**src/rtl/dbg_brk_pkg.sv**
```systemverilog
package dbg_brk_pkg;

  localparam int NCH    = 2;
  localparam int NFLAG  = 2 * NCH;
  localparam int REG_AW = 4;

  // per-channel register offsets, channel base = ch * 4
  localparam int OFF_ADDR = 0;
  localparam int OFF_ASID = 1;
  localparam int OFF_MASK = 2;
  localparam int OFF_COND = 3;

  localparam logic [REG_AW-1:0] IDX_BDATA = 4'd8;
  localparam logic [REG_AW-1:0] IDX_BMASK = 4'd9;
  localparam logic [REG_AW-1:0] IDX_CLR   = 4'd10;

  typedef enum logic [1:0] {
    BRK_FETCH_PRE  = 2'b00,
    BRK_FETCH_POST = 2'b01,
    BRK_DATA       = 2'b10,
    BRK_IO         = 2'b11
  } brk_kind_e;

  // condition word: post[6] dir[5:4] kind[3:2] mst[1:0]
  typedef struct packed {
    logic       post;
    logic [1:0] dir;
    logic [1:0] kind;
    logic [1:0] mst;
  } cond_t;

  localparam int COND_W = $bits(cond_t);

  function automatic logic [REG_AW-1:0] reg_idx(input int ch, input int off);
    return REG_AW'(ch * 4 + off);
  endfunction

endpackage

```
**src/rtl/dbg_brk_regs.sv**
```systemverilog
module dbg_brk_regs
  import dbg_brk_pkg::*;
#(
  parameter int AW     = 32,
  parameter int IDW    = 8,
  parameter int DW     = 32,
  parameter int CFG_DW = 32
) (
  input  logic                   clk,
  input  logic                   rst,
  input  logic                   cfg_we,
  input  logic [REG_AW-1:0]      cfg_addr,
  input  logic [CFG_DW-1:0]      cfg_wdata,
  input  logic                   bus_dma,
  input  logic [NCH-1:0]         ch_hit,
  output logic [AW-1:0]          ch_addr  [NCH],
  output logic [IDW-1:0]         ch_asid  [NCH],
  output logic [AW-1:0]          ch_amask [NCH],
  output cond_t                  ch_cond  [NCH],
  output logic [DW-1:0]          b_data,
  output logic [DW-1:0]          b_dmask,
  output logic [NFLAG-1:0]       flags_q
);

  logic             clr_wr;
  logic [NFLAG-1:0] set_vec;

  assign clr_wr = cfg_we && (cfg_addr == IDX_CLR);

  for (genvar ch = 0; ch < NCH; ch++) begin : g_ch
    always_ff @(posedge clk) begin
      if (rst) begin
        ch_addr[ch]  <= '0;
        ch_asid[ch]  <= '0;
        ch_amask[ch] <= '0;
        ch_cond[ch]  <= '0;
      end else if (cfg_we) begin
        if (cfg_addr == reg_idx(ch, OFF_ADDR)) ch_addr[ch]  <= cfg_wdata[AW-1:0];
        if (cfg_addr == reg_idx(ch, OFF_ASID)) ch_asid[ch]  <= cfg_wdata[IDW-1:0];
        if (cfg_addr == reg_idx(ch, OFF_MASK)) ch_amask[ch] <= cfg_wdata[AW-1:0];
        if (cfg_addr == reg_idx(ch, OFF_COND)) ch_cond[ch]  <= cond_t'(cfg_wdata[COND_W-1:0]);
      end
    end
    assign set_vec[2*ch]   = ch_hit[ch] & ~bus_dma;
    assign set_vec[2*ch+1] = ch_hit[ch] &  bus_dma;
  end

  always_ff @(posedge clk) begin
    if (rst) begin
      b_data  <= '0;
      b_dmask <= '0;
    end else if (cfg_we) begin
      if (cfg_addr == IDX_BDATA) b_data  <= cfg_wdata[DW-1:0];
      if (cfg_addr == IDX_BMASK) b_dmask <= cfg_wdata[DW-1:0];
    end
  end

  always_ff @(posedge clk) begin
    if (rst) flags_q <= '0;
    else     flags_q <= (clr_wr ? (flags_q & cfg_wdata[NFLAG-1:0]) : flags_q) | set_vec;
  end

  // without a clear write no flag ever drops
  p_flag_sticky_r4: assert property (@(posedge clk) disable iff (rst)
    !clr_wr |=> (($past(flags_q) & ~flags_q) == '0));

  // a match always leaves its flag set
  p_flag_set_r4: assert property (@(posedge clk) disable iff (rst)
    (set_vec != '0) |=> ((flags_q & $past(set_vec)) == $past(set_vec)));

endmodule

```
**src/rtl/dbg_brk_chan.sv**
```systemverilog
module dbg_brk_chan
  import dbg_brk_pkg::*;
#(
  parameter int AW       = 32,
  parameter int IDW      = 8,
  parameter int DW       = 32,
  parameter bit HAS_DATA = 1'b0
) (
  input  logic            clk,
  input  logic            rst,
  input  logic [AW-1:0]   c_addr,
  input  logic [IDW-1:0]  c_asid,
  input  logic [AW-1:0]   c_amask,
  input  cond_t           c_cond,
  input  logic [DW-1:0]   c_data,
  input  logic [DW-1:0]   c_dmask,
  input  logic            bus_valid,
  input  logic [AW-1:0]   bus_addr,
  input  logic [IDW-1:0]  bus_asid,
  input  logic [DW-1:0]   bus_data,
  input  logic            bus_dma,
  input  logic            bus_data_acc,
  input  logic            bus_write,
  input  logic            bus_exec,
  output logic            hit,
  output logic            hit_fetch,
  output logic            post_sel
);

  logic addr_ok, asid_ok, mst_ok, kind_ok, dir_ok, exec_ok, data_ok;

  assign addr_ok = ((bus_addr ^ c_addr) & ~c_amask) == '0;
  assign asid_ok = bus_dma || (bus_asid == c_asid);
  assign mst_ok  = bus_dma      ? c_cond.mst[1]  : c_cond.mst[0];
  assign kind_ok = bus_data_acc ? c_cond.kind[1] : c_cond.kind[0];
  assign dir_ok  = bus_write    ? c_cond.dir[1]  : c_cond.dir[0];
  assign exec_ok = bus_data_acc || bus_exec;

  if (HAS_DATA) begin : g_data
    assign data_ok = !bus_data_acc || (((bus_data ^ c_data) & ~c_dmask) == '0);
  end else begin : g_nodata
    logic unused_data;
    assign unused_data = ^{c_data, c_dmask, bus_data};
    assign data_ok     = 1'b1;
  end

  assign hit       = bus_valid && addr_ok && asid_ok && mst_ok && kind_ok
                     && dir_ok && exec_ok && data_ok;
  assign hit_fetch = hit && !bus_data_acc;
  assign post_sel  = c_cond.post;

  // an overrun fetch never produces a hit
  p_overrun_r8: assert property (@(posedge clk) disable iff (rst)
    (bus_valid && !bus_data_acc && !bus_exec) |-> !hit);

  // a zero qualifier group keeps the channel silent
  p_group_off_r2: assert property (@(posedge clk) disable iff (rst)
    ((c_cond.mst == 2'b00) || (c_cond.kind == 2'b00) || (c_cond.dir == 2'b00)) |-> !hit);

endmodule

```
**src/rtl/dbg_brk_merge.sv**
```systemverilog
module dbg_brk_merge
  import dbg_brk_pkg::*;
#(
  parameter int N = NCH
) (
  input  logic          clk,
  input  logic          rst,
  input  logic [N-1:0]  hit,
  input  logic [N-1:0]  hit_fetch,
  input  logic [N-1:0]  post_sel,
  input  logic          bus_valid,
  input  logic          bus_data_acc,
  input  logic          bus_exec,
  input  logic          bus_dslot,
  input  logic          bus_io,
  input  logic          brk_ack,
  output logic          brk_req,
  output brk_kind_e     brk_type
);

  logic      data_now, pre_now, post_now, ds_now, accept, rel_ds, fire;
  logic      post_pend_q, ds_pend_q;
  brk_kind_e type_n;

  assign data_now = |(hit & ~hit_fetch);
  assign pre_now  = (|(hit_fetch & ~post_sel)) && !bus_dslot;
  assign post_now = (|(hit_fetch &  post_sel)) && !bus_dslot;
  assign ds_now   = (|hit_fetch) && bus_dslot;
  assign accept   = bus_valid && !bus_data_acc && bus_exec && !bus_dslot;
  assign rel_ds   = ds_pend_q && accept;
  assign fire     = data_now || post_pend_q || pre_now || rel_ds;

  always_comb begin
    if (data_now)         type_n = bus_io ? BRK_IO : BRK_DATA;
    else if (post_pend_q) type_n = BRK_FETCH_POST;
    else                  type_n = BRK_FETCH_PRE;
  end

  always_ff @(posedge clk) begin
    if (rst) begin
      post_pend_q <= 1'b0;
      ds_pend_q   <= 1'b0;
      brk_req     <= 1'b0;
      brk_type    <= BRK_FETCH_PRE;
    end else begin
      post_pend_q <= post_now;
      ds_pend_q   <= ds_now || (ds_pend_q && !accept);
      brk_req     <= fire || (brk_req && !brk_ack);
      if (fire && (!brk_req || brk_ack)) brk_type <= type_n;
    end
  end

  // request holds until acknowledged
  p_req_hold_r5: assert property (@(posedge clk) disable iff (rst)
    (brk_req && !brk_ack) |=> brk_req);

  // acknowledge drops the request when nothing new fires
  p_ack_drop_r5: assert property (@(posedge clk) disable iff (rst)
    (brk_req && brk_ack && !fire) |=> !brk_req);

  // type frozen while a request is outstanding
  p_type_frozen_r6: assert property (@(posedge clk) disable iff (rst)
    (brk_req && !brk_ack) |=> $stable(brk_type));

  // a post-execution match fires on the following cycle
  p_post_next_r7: assert property (@(posedge clk) disable iff (rst)
    post_now |=> fire);

  // a delay-slot fetch match alone raises nothing at its own edge
  p_dslot_hold_r9: assert property (@(posedge clk) disable iff (rst)
    (ds_now && !brk_req && !data_now && !post_pend_q) |=> !brk_req);

endmodule

```
**src/rtl/dbg_brk_unit.sv**
```systemverilog
module dbg_brk_unit
  import dbg_brk_pkg::*;
#(
  parameter int AW     = 32,
  parameter int IDW    = 8,
  parameter int DW     = 32,
  parameter int CFG_DW = 32
) (
  input  logic               clk,
  input  logic               rst,
  input  logic               cfg_we,
  input  logic [3:0]         cfg_addr,
  input  logic [CFG_DW-1:0]  cfg_wdata,
  input  logic               bus_valid,
  input  logic [AW-1:0]      bus_addr,
  input  logic [IDW-1:0]     bus_asid,
  input  logic [DW-1:0]      bus_data,
  input  logic               bus_dma,
  input  logic               bus_data_acc,
  input  logic               bus_write,
  input  logic               bus_io,
  input  logic               bus_exec,
  input  logic               bus_dslot,
  input  logic               brk_ack,
  output logic               brk_req,
  output logic [1:0]         brk_type,
  output logic [3:0]         match_flags
);

  logic [AW-1:0]    ch_addr  [NCH];
  logic [IDW-1:0]   ch_asid  [NCH];
  logic [AW-1:0]    ch_amask [NCH];
  cond_t            ch_cond  [NCH];
  logic [DW-1:0]    b_data, b_dmask;
  logic [NCH-1:0]   hit, hit_fetch, post_sel;
  logic [NFLAG-1:0] flags_q;
  brk_kind_e        type_q;

  dbg_brk_regs #(.AW(AW), .IDW(IDW), .DW(DW), .CFG_DW(CFG_DW)) i_regs (
    .clk(clk), .rst(rst), .cfg_we(cfg_we), .cfg_addr(cfg_addr),
    .cfg_wdata(cfg_wdata), .bus_dma(bus_dma), .ch_hit(hit),
    .ch_addr(ch_addr), .ch_asid(ch_asid), .ch_amask(ch_amask),
    .ch_cond(ch_cond), .b_data(b_data), .b_dmask(b_dmask), .flags_q(flags_q)
  );

  for (genvar ch = 0; ch < NCH; ch++) begin : g_chan
    dbg_brk_chan #(.AW(AW), .IDW(IDW), .DW(DW), .HAS_DATA(ch == NCH - 1)) i_chan (
      .clk(clk), .rst(rst),
      .c_addr(ch_addr[ch]), .c_asid(ch_asid[ch]), .c_amask(ch_amask[ch]),
      .c_cond(ch_cond[ch]), .c_data(b_data), .c_dmask(b_dmask),
      .bus_valid(bus_valid), .bus_addr(bus_addr), .bus_asid(bus_asid),
      .bus_data(bus_data), .bus_dma(bus_dma), .bus_data_acc(bus_data_acc),
      .bus_write(bus_write), .bus_exec(bus_exec),
      .hit(hit[ch]), .hit_fetch(hit_fetch[ch]), .post_sel(post_sel[ch])
    );
  end

  dbg_brk_merge #(.N(NCH)) i_merge (
    .clk(clk), .rst(rst), .hit(hit), .hit_fetch(hit_fetch), .post_sel(post_sel),
    .bus_valid(bus_valid), .bus_data_acc(bus_data_acc), .bus_exec(bus_exec),
    .bus_dslot(bus_dslot), .bus_io(bus_io), .brk_ack(brk_ack),
    .brk_req(brk_req), .brk_type(type_q)
  );

  assign brk_type    = type_q;
  assign match_flags = flags_q;

  // reset leaves no request behind
  p_reset_quiet_r11: assert property (@(posedge clk)
    rst |=> (!brk_req && (match_flags == '0)));

endmodule

```
**config.mk**
```make
export PLATFORM = sky130hd
export DESIGN_NAME = dbg_brk_unit
export DESIGN_NICKNAME = d
export VERILOG_FILES = /design/src/rtl/dbg_brk_pkg.sv /design/src/rtl/dbg_brk_regs.sv /design/src/rtl/dbg_brk_chan.sv /design/src/rtl/dbg_brk_merge.sv /design/src/rtl/dbg_brk_unit.sv
export SDC_FILE = /design/constraint.sdc
export NUM_CORES = 1
export LEC_CHECK = 0
export BUFFER_PORTS_ARGS = -buffer_cell sky130_fd_sc_hd__buf_4
export CORE_MARGIN = 10
export CORE_UTILIZATION = 50
export CTS_BUF_LIST = sky130_fd_sc_hd__clkbuf_4 sky130_fd_sc_hd__clkbuf_8 sky130_fd_sc_hd__clkbuf_16
export DETAILED_ROUTE_END_ITERATION = 7
export GPL_TIMING_DRIVEN = 0
export PLACE_DENSITY = 0.7
export SLEW_MARGIN = 15
export SYNTH_ARGS = -nofsm -noshare
export SYNTH_HDL_FRONTEND = slang
export SYNTH_HIERARCHICAL = 1
export SYNTH_SLANG_ARGS = --single-unit
export TNS_END_PERCENT = 50
```
**constraint.sdc**
```tcl
create_clock -name clk -period 3 [get_ports clk]
set_clock_uncertainty 0.05 [all_clocks]
set_input_delay 0.15 -clock clk [delete_from_list [all_inputs] [get_ports clk]]
set_output_delay 0.15 -clock clk [all_outputs]
set_load 0.02 [all_outputs]
```
==> metrics.csv <==
stage,metric,value,unit
run_status,status,"finished, final reports clean",
layout,design_area,0.0133,mm^2
critical_path,cpPeakStageDelay,0.51,ns
logic_synthesis,synth_fp_nets,1195,
cts,cts_tree,yes,
place,dp_slack,-0.132,ns
place,placed_cell_area,0.0120,mm^2
floorplan,start_util,0.511,
sta,worst_slew_pin_slew,0.723,ns
critical_path,path_class,flop to flop,
layout,regArea,0.00462,mm^2
place,place.gp.congestion,0.883,
critical_path,arrival,3.25,ns
detailed_routing,route.detailed.drc,0,
floorplan,coreArea,0.0211,mm^2
floorplan,fp-row-count,53,
cts,cts_buffers,25,
sta,period_share,0.949,
grt,grt_pass1_wl,49800,um
hold_path,min_from,bus_data_acc,
hold_path,hold_class,input pin to flop,
cts,cts_setup_buffers,0,
cts,insertion_delay,0.52,ns
layout,area_growth,23.0,%
logic_synthesis,ys_ff_latch,231,
layout,layout-drive-gt1-share,0.167,
floorplan,dieArea,0.0278,mm^2
logic_synthesis,netlist_area,0.0108,mm^2
pwr,peakVddDrop,356,uV
place,io_buffers,123,
sta,fin_crit,2.85,ns
sta,fmax,351,MHz
cts,cts_buffer_depth,3,
critical_path,worstReg2RegStart,i_regs/b_data[21],
sta,finalSetupTns,0,ns
place,dp.final_hpwl,24400,um
detailed_routing,routedWlPerCell,21.1,um
run,maxCapViolCount,0,
floorplan,die_h,167,um
critical_path,path_max_fanout,3,
place,dpl.cell_count,1474,
cts,cts.sinks,231,
layout,instances_no_fill,1554,
logic_synthesis,netlist.area_leader.share,0.429,
sta,hold-worst-slack,0.0353,ns
layout,final_nets,1382,
critical_path,critical_path.startpoint_type,flop,
detailed_routing,first_iter_violations,747,
layout,fillers,1803,
logic_synthesis,synth_seq_area_share,0.429,
layout,layout_commonest_cell,dfxtp_1,
critical_path,worstPathCellList,"xnor2_1, o22ai_1, nor4_2, nand4_1, a2111oi_4, inv_1, o221a_1, a2111o_1, o21ai_1",
grt,antenna_found_initial,0,
critical_path,cp.required,3.40,ns
detailed_routing,routed_wl,32700,um
detailed_routing,num_vias,8495,
pwr,power.leakage,5.88,nW
sta,final_max_slew_viol_count,0,
floorplan,die_w,167,um
floorplan,pin_count,126,
pwr,p_per_area,513,mW/mm^2
layout,diodes,0,
grt,grt_overflow,0,
layout,final_cell_mix,"231 x dfxtp_1, 230 x nand2b_1, 192 x mux2i_1, 126 x buf_4, 97 x xnor2_1",
logic_synthesis,ys_top_cells_by_area,"dfxtp_1 43%, mux2i_1 18%, nand2b_1 13%",
cts,htreeDepth,1,
grt,grt_max_degree,14,
critical_path,worst_setup_path_end_kind,flop,
logic_synthesis,synth_edf_count,0,
grt,grt_usage,0.224,
layout,multi_input_comb_area,0.00576,mm^2
cts,clock-root-buffer,clkbuf_16,
detailed_routing,viasPerCell,5.47,
detailed_routing,antenna_left,0,
logic_synthesis,ys.warnings.count,6,
logic_synthesis,yosysUniqueCellTypes,48,
grt,grt_pass1_vias,8727,
logic_synthesis,async_flop_share,0,
logic_synthesis,syn_avg_cell_area,10.0,um^2
critical_path,cp_slowest_cell,a2111oi_4,
logic_synthesis,netlist_instances,1076,
critical_path,crit_path_start,i_regs/b_data[21],
sta,setup_viol,0,
cts,path_clk_slew,0.06,ns
sta,max_slew_margin,0.518,
logic_synthesis,synth_top_area_cell,dfxtp_1,
sta,setup_ws,0.154,ns
logic_synthesis,synthFlopType,dfxtp_1,
sta,hold_viol,0,
detailed_routing,drt_pass1_iterations,5,
[metal layers]
metal  global-route usage  wire [um]  vias up
met4               0.0733       1120        0
met5                    0          0        -
met2                0.355      14700      283
met3               0.0442       2050       62
li1                     -          -     4053
met1                0.298      14800     4097
[what timing repair did]
item	4_1_cts	5_1_grt
cloned	0	0
hold buffers	37	0
hold endpoints to repair	42	0
resized for setup	2	5
pin swaps	0	3
setup endpoints to repair	3	3
[area by class of cell]
cell class                      instances  area share
Inverter                                5     0.00142
Timing Repair Buffer                  160      0.0976
Sequential cell                       231       0.349
Clock inverter                          4     0.00151
Tap cell                              275      0.0259
Clock buffer                           39      0.0584
Buffer                                 73      0.0320
Multi-Input combinational cell        767       0.434
[critical path: cells and delay by family (launching register included)]
kind	cells	cell delay [ns]
XOR/XNOR	1	0.22
flip-flops	1	0.33
AND/OR/NAND/NOR	2	0.68
buffers and inverters	1	0.11
AO/OA/AOI/OAI	5	1.39
[cell usage after synthesis (4+ instances only)]
cell and instances:
nand2_1 8, nor2_1 14, buf_2 12, buf_6 10
nand2b_1 230, clkbuf_1 45, dfxtp_1 231, nand3_1 34
a21oi_1 39, inv_1 5, o22ai_1 47, o31ai_1 4
nor4_1 8, xnor2_1 98, mux2i_1 192, o21ai_0 26
xor2_1 14, o21ai_1 10
[per-stage QoR]
stage / total power, W / utilization
floorplan: 0.00352 / -
global placement: 0.00384 / 0.571
detailed placement: 0.00384 / 0.571
CTS: 0.00685 / 0.627
global route: 0.00700 / 0.629
finish: 0.00681 / 0.629
[flip-flops by register name, indices dropped and copies added, names as in the netlist]
| register | count |
|---|---|
| i_regs/b_dmask | 32 |
| i_merge/post_pend_q | 1 |
| i_regs/ch_amask | 64 |
| i_regs/ch_addr | 64 |
| i_regs/ch_asid | 16 |
| i_regs/ch_cond | 14 |
| i_regs/flags_q | 4 |
| i_merge/ds_pend_q | 1 |
| i_merge/brk_req | 1 |
| i_merge/brk_type | 2 |
| i_regs/b_data | 32 |
[cells by family after synthesis]
logic type / share of synthesized area
simple gates: 0.184
flops: 0.429
mux: 0.180
compound gates: 0.0742
xor+xnor: 0.0910
buf+inv: 0.0411
[power by group]
part	total [W]	leakage, nW	switching (W)	internal (W)
Clock	0.00298	0.406	0.00122	0.00176
Sequential	0.00313	1.86	0.0000234	0.00311
Combinational	0.000697	3.61	0.000369	0.000327
[worst paths after layout]
| path | cells past startpoint | to | slack (ns) |
|---|---|---|---|
| max | 9 | i_merge/brk_type[0] | 0.15 |
| min | 4 | i_regs/flags_q[3] | 0.04 |
| max reg2reg | 9 | i_merge/brk_type[0] | 0.15 |
| min reg2reg | 2 | i_merge/brk_type[0] | 0.42 |
(Power assumes the default switching activity.)
